--- src/rtl/acc_dp_pkg.sv ---
package acc_dp_pkg;

    // Internal strobes, all active high after decoding.
    typedef struct packed {
        logic acc_ld;
        logic opb_ld;
        logic port_ld;
        logic acc_drv;
        logic sum_drv;
        logic sub;
    } strobe_t;

    typedef enum logic [1:0] {
        DRV_NONE = 2'd0,
        DRV_ACC  = 2'd1,
        DRV_SUM  = 2'd2
    } drv_sel_e;

    function automatic strobe_t decode_strobes(
        input logic acc_ld_n,
        input logic b_ld_n,
        input logic out_ld_n,
        input logic acc_en,
        input logic sum_en,
        input logic sub
    );
        strobe_t s;
        s.acc_ld  = ~acc_ld_n;
        s.opb_ld  = ~b_ld_n;
        s.port_ld = ~out_ld_n & acc_en;
        s.acc_drv = acc_en;
        s.sum_drv = sum_en;
        s.sub     = sub;
        return s;
    endfunction

    // The accumulator has priority if both enables are raised.
    function automatic drv_sel_e pick_driver(input logic acc_drv, input logic sum_drv);
        if (acc_drv)
            return DRV_ACC;
        else if (sum_drv)
            return DRV_SUM;
        else
            return DRV_NONE;
    endfunction

endpackage

--- src/rtl/dp_load_reg.sv ---
module dp_load_reg #(
    parameter int W = 8
) (
    input  logic         clk,
    input  logic         rst,
    input  logic         ld,
    input  logic [W-1:0] d,
    output logic [W-1:0] q
);

    always_ff @(posedge clk) begin
        if (rst)
            q <= '0;
        else if (ld)
            q <= d;
    end

endmodule

--- src/rtl/dp_addsub.sv ---
module dp_addsub #(
    parameter int W = 8
) (
    input  logic [W-1:0] a,
    input  logic [W-1:0] b,
    input  logic         sub,
    output logic [W-1:0] y
);

    logic [W-1:0] b_eff;
    logic [W-1:0] carry;

    // Subtraction: invert the operand and inject a carry-in of one.
    assign b_eff    = b ^ {W{sub}};
    assign carry[0] = sub;

    for (genvar i = 0; i < W; i++) begin : g_bit
        assign y[i] = a[i] ^ b_eff[i] ^ carry[i];
        if (i < W - 1) begin : g_carry
            assign carry[i+1] = (a[i] & b_eff[i]) | (carry[i] & (a[i] ^ b_eff[i]));
        end
    end

endmodule

--- src/rtl/dp_bus_sel.sv ---
module dp_bus_sel
    import acc_dp_pkg::*;
#(
    parameter int W = 8
) (
    input  logic [W-1:0] acc_val,
    input  logic [W-1:0] sum_val,
    input  logic         acc_drv,
    input  logic         sum_drv,
    output logic [W-1:0] bus_val,
    output logic         bus_vld
);

    drv_sel_e sel;

    always_comb begin
        sel = pick_driver(acc_drv, sum_drv);
        unique case (sel)
            DRV_ACC: begin
                bus_val = acc_val;
                bus_vld = 1'b1;
            end
            DRV_SUM: begin
                bus_val = sum_val;
                bus_vld = 1'b1;
            end
            default: begin
                bus_val = '0;
                bus_vld = 1'b0;
            end
        endcase
    end

endmodule

--- src/rtl/acc_datapath.sv ---
module acc_datapath
    import acc_dp_pkg::*;
#(
    parameter int WIDTH = 8
) (
    input  logic             clk,
    input  logic             rst,
    input  logic [WIDTH-1:0] w_in,
    input  logic             acc_ld_n,
    input  logic             b_ld_n,
    input  logic             out_ld_n,
    input  logic             acc_en,
    input  logic             sum_en,
    input  logic             sub,
    output logic [WIDTH-1:0] w_out,
    output logic             w_valid,
    output logic [WIDTH-1:0] port
);

    strobe_t          stb;
    logic [WIDTH-1:0] acc_q;
    logic [WIDTH-1:0] opb_q;
    logic [WIDTH-1:0] sum_y;
    logic [WIDTH-1:0] port_q;

    assign stb = decode_strobes(acc_ld_n, b_ld_n, out_ld_n, acc_en, sum_en, sub);

    dp_load_reg #(.W(WIDTH)) u_acc (
        .clk (clk),
        .rst (rst),
        .ld  (stb.acc_ld),
        .d   (w_in),
        .q   (acc_q)
    );

    dp_load_reg #(.W(WIDTH)) u_opb (
        .clk (clk),
        .rst (rst),
        .ld  (stb.opb_ld),
        .d   (w_in),
        .q   (opb_q)
    );

    // The port copies the accumulator directly, which is the word on the bus.
    dp_load_reg #(.W(WIDTH)) u_port (
        .clk (clk),
        .rst (rst),
        .ld  (stb.port_ld),
        .d   (acc_q),
        .q   (port_q)
    );

    dp_addsub #(.W(WIDTH)) u_alu (
        .a   (acc_q),
        .b   (opb_q),
        .sub (stb.sub),
        .y   (sum_y)
    );

    dp_bus_sel #(.W(WIDTH)) u_drv (
        .acc_val (acc_q),
        .sum_val (sum_y),
        .acc_drv (stb.acc_drv),
        .sum_drv (stb.sum_drv),
        .bus_val (w_out),
        .bus_vld (w_valid)
    );

    assign port = port_q;

endmodule

--- config.mk ---
export PLATFORM = sky130hd
export DESIGN_NAME = acc_datapath
export DESIGN_NICKNAME = d
export VERILOG_FILES = /design/src/rtl/acc_dp_pkg.sv /design/src/rtl/dp_load_reg.sv /design/src/rtl/dp_addsub.sv /design/src/rtl/dp_bus_sel.sv /design/src/rtl/acc_datapath.sv
export SDC_FILE = /design/constraint.sdc
export NUM_CORES = 1
export LEC_CHECK = 0
export ABC_CLOCK_PERIOD_IN_PS = 11500
export BUFFER_PORTS_ARGS = -buffer_cell sky130_fd_sc_hd__buf_4
export CORE_AREA = 2 2 65 67
export DETAILED_ROUTE_END_ITERATION = 8
export DIE_AREA = 0 0 67 69
export GPL_TIMING_DRIVEN = 0
export PLACE_DENSITY_LB_ADDON = 0.25
export SLEW_MARGIN = 20
export SYNTH_ARGS = -nofsm -noshare
export SYNTH_HDL_FRONTEND = slang
export SYNTH_SLANG_ARGS = --single-unit
--- constraint.sdc ---
create_clock -name clk -period 11.5 [get_ports clk]
set_input_delay 2.3 -clock clk [delete_from_list [all_inputs] [get_ports clk]]
set_output_delay 2.3 -clock clk [all_outputs]
set_load 0.05 [all_outputs]
==> impl_metrics.json <==
{
  "status": "finished, final reports clean",
  "max_freq_mhz": 133.4,
  "htreeDepth": 1,
  "antenna_found_initial": 0,
  "synth_area_leader_cell": "dfxtp_1",
  "syn_inst": 126,
  "reg2reg_to": "u_port.q[6]",
  "drive_gt1_frac": 0.2420,
  "holdBufCountCts": 0,
  "setup_viol": 0,
  "grt_pass1_vias": 923,
  "rows": 23,
  "yosysWarnings": 0,
  "synth_seq_cells": 24,
  "rrSetupSlack_ps": 10810,
  "crit_path_frequent_cell": "fa_1",
  "coreArea_sq_um": 3914,
  "initial_core_util": 0.3139,
  "cp.depth": 15,
  "vias": 894,
  "setup_slack_ps": 4002,
  "crit_path_start_kind": "input port",
  "clkSinkCount": 24,
  "track_usage": 0.1235,
  "n_antenna_cell": 0,
  "max_stage_delay_ps": 380,
  "io_pins": 33,
  "ir_drop_uv": 59.31,
  "max_cap_violations": 0,
  "cp_num_buf_inv": 5,
  "worstSetupPathType": "input port to output port",
  "dp_hpwl_mm": 2.020,
  "cts_tree": "yes",
  "crit_chain": "buf_6 > xnor2_1 > fa_1 > fa_1 > inv_1 > fa_1 > fa_1 > inv_1 > fa_1 > inv_1 > fa_1 > xnor3_1 > nand3_1 > o311ai_2 > buf_4",
  "reg2reg_depth": 2,
  "synth_top_area_frac": 0.3910,
  "slew_viol_final": 0,
  "drtAntennaViolNets": 0,
  "rsz0062_at_grt": "false",
  "synth_nets": 148,
  "required_ps": 9200,
  "vias_per_cell": 4.319,
  "syn_to_final_growth_pct": 26.07,
  "finClkSkew_ps": 0.5287,
  "first_iter_violations": 20,
  "drt_wl_total_mm": 2.650,
  "arrival_ps": 5200,
  "maxSlewHeadroom": 0.6536,
  "path_delay_family": "adder cells",
  "yosysSeqAreaShare": 0.3910,
  "die_x_microns": 67,
  "worstReg2RegStart": "u_acc.q[6]",
  "cts_made_buffers": 3,
  "drc_errors": 0,
  "clk_pin_slew_worst_paths_ps": 80,
  "fin_total_pwr_mw": 0.1999,
  "crit_slowest_cell": "fa_1",
  "hold_class": "flip-flop to flip-flop",
  "final.fill_count": 418,
  "hold_depth": 2,
  "synth.area.top_cells": "dfxtp_1 (39%), mux2i_1 (20%), fa_1 (9.8%), nor2_1 (8.2%), nand2_1 (2.1%)",
  "grt_pass1_wl_mm": 4.416,
  "cp_max_fo": 8,
  "power_leakage_nw": 0.7163,
  "post_cts_resized": 0,
  "drtPass1Iterations": 4,
  "min_from": "u_port.q[1]",
  "critPathCaptureType": "output port",
  "grt-ovfl-total": 0,
  "grt_max_degree": 14,
  "final_util": 0.3958,
  "cts_root_buf": "clkbuf_8",
  "hold_viol": 0,
  "final.setup.tns_ps": 0,
  "place_ws_ps": 4011,
  "insertion_delay_ps": 260,
  "syn_area_sq_um": 1229,
  "port-buffer-count": 27,
  "place.gp.congestion": 0.7347,
  "netlist-cell-type-count": 20,
  "min_period_ps": 7498,
  "worst_slew_pin_slew_ps": 519.6,
  "post-route-period-util": 0.6520,
  "die_y_microns": 69,
  "avgSynthCellArea_sq_um": 9.751,
  "die-area_sq_um": 4623,
  "wl_per_cell_microns": 12.80,
  "clock_path_buffers": 2,
  "pwr_density_cell_nw_per_um2": 129.0,
  "worstHoldEndpoint": "u_port.q[1]",
  "postCtsSetupBuffers": 0,
  "nets": 180
}
==> routing by layer <==
metal  global-route usage  wire, microns  vias up
met5                    0              0        -
met4              0.04082             20        0
met2               0.2002           1347       18
met3              0.01468            104        2
li1                     -              -      468
met1               0.1684           1178      406
==> logic make-up (layout without fill, tap and decap cells) <==
group	after synthesis	count (layout)	synth area share
adder cells (fa/ha/maj)	6	6	0.09776
buffers and inverters	15	46	0.05804
AND/OR/NAND/NOR	40	40	0.1334
XOR/XNOR	7	7	0.06111
flip-flops	24	24	0.3910
AO/OA/AOI/OAI	9	9	0.05499
multiplexers	25	25	0.2037
==> cells in the mapped netlist <==
library cell	instances
buf_2	3
nand2_1	7
mux2i_1	25
xnor2_1	3
nand2b_1	2
inv_1	6
o311ai_2	1
a22o_1	3
o21ai_0	5
xor2_1	3
nor2_1	27
dfxtp_1	24
xnor3_1	1
buf_4	1
clkbuf_1	4
nand3_1	1
fa_1	6
buf_6	1
or2_2	1
nor2b_1	2
==> worst max path at each step <==
stage               startpoint       end  slack [ps]
floorplan                  sub  w_out[6]        3610
global placement           sub  w_out[7]        4030
detailed placement         sub  w_out[7]        4010
CTS                        sub  w_out[7]        4000
global route               sub  w_out[7]        3810
finish                     sub  w_out[7]        4000
==> power by group <==
group / leakage [nW] / total (mW) / internal (mW) / switching [mW]
combinational: 0.491 / 0.0539 / 0.0210 / 0.0329
sequential: 0.197 / 0.0905 / 0.0871 / 0.00343
clock: 0.0288 / 0.0554 / 0.0305 / 0.0249
total: 0.716 / 0.200 / 0.139 / 0.0612
==> cell type report <==
class | instances | area (sq um) | share of cell area
multi-input cells | 87 | 676.9 | 0.4370
clock buffers | 4 | 55.05 | 0.03554
repair buffers | 27 | 202.7 | 0.1309
well taps | 50 | 62.56 | 0.04039
plain buffers | 9 | 48.80 | 0.03150
inverters | 6 | 22.52 | 0.01454
flip-flops and latches | 24 | 480.5 | 0.3102
==> per-stage QoR <==
step	area, sq um	hold WS (ps)	cells
3_5_place_dp	1494	487.8	203
2_1_floorplan	1229	465.3	126
4_1_cts	1549	508.3	207
5_1_grt	1549	543.4	207
3_3_place_gp	1494	480.6	203
6_report	1549	501.1	207
==> cell usage in the layout, fill, tap and decap left out, drive strengths merged, types with 2 or more instances in the layout <==
master / netlist / routed
buf: 5 / 32
nor2: 27 / 27
mux2i: 25 / 25
dfxtp: 24 / 24
clkbuf: 4 / 8
nand2: 7 / 7
inv: 6 / 6
fa: 6 / 6
o21ai: 5 / 5
a22o: 3 / 3
xnor2: 3 / 3
xor2: 3 / 3
nand2b: 2 / 2
nor2b: 2 / 2
==> tightest hold or removal path, cell delays in order (launching register included) <==
cell	delay, ps
dfxtp_1	330
mux2i_1	60
nor2_1	70
==> sequential cells by signal (all words and copies together) (netlist names) <==
register and flops:
u_acc.q 8, u_opb.q 8, u_port.q 8
Note: power is estimated with default switching activity, not from simulation.
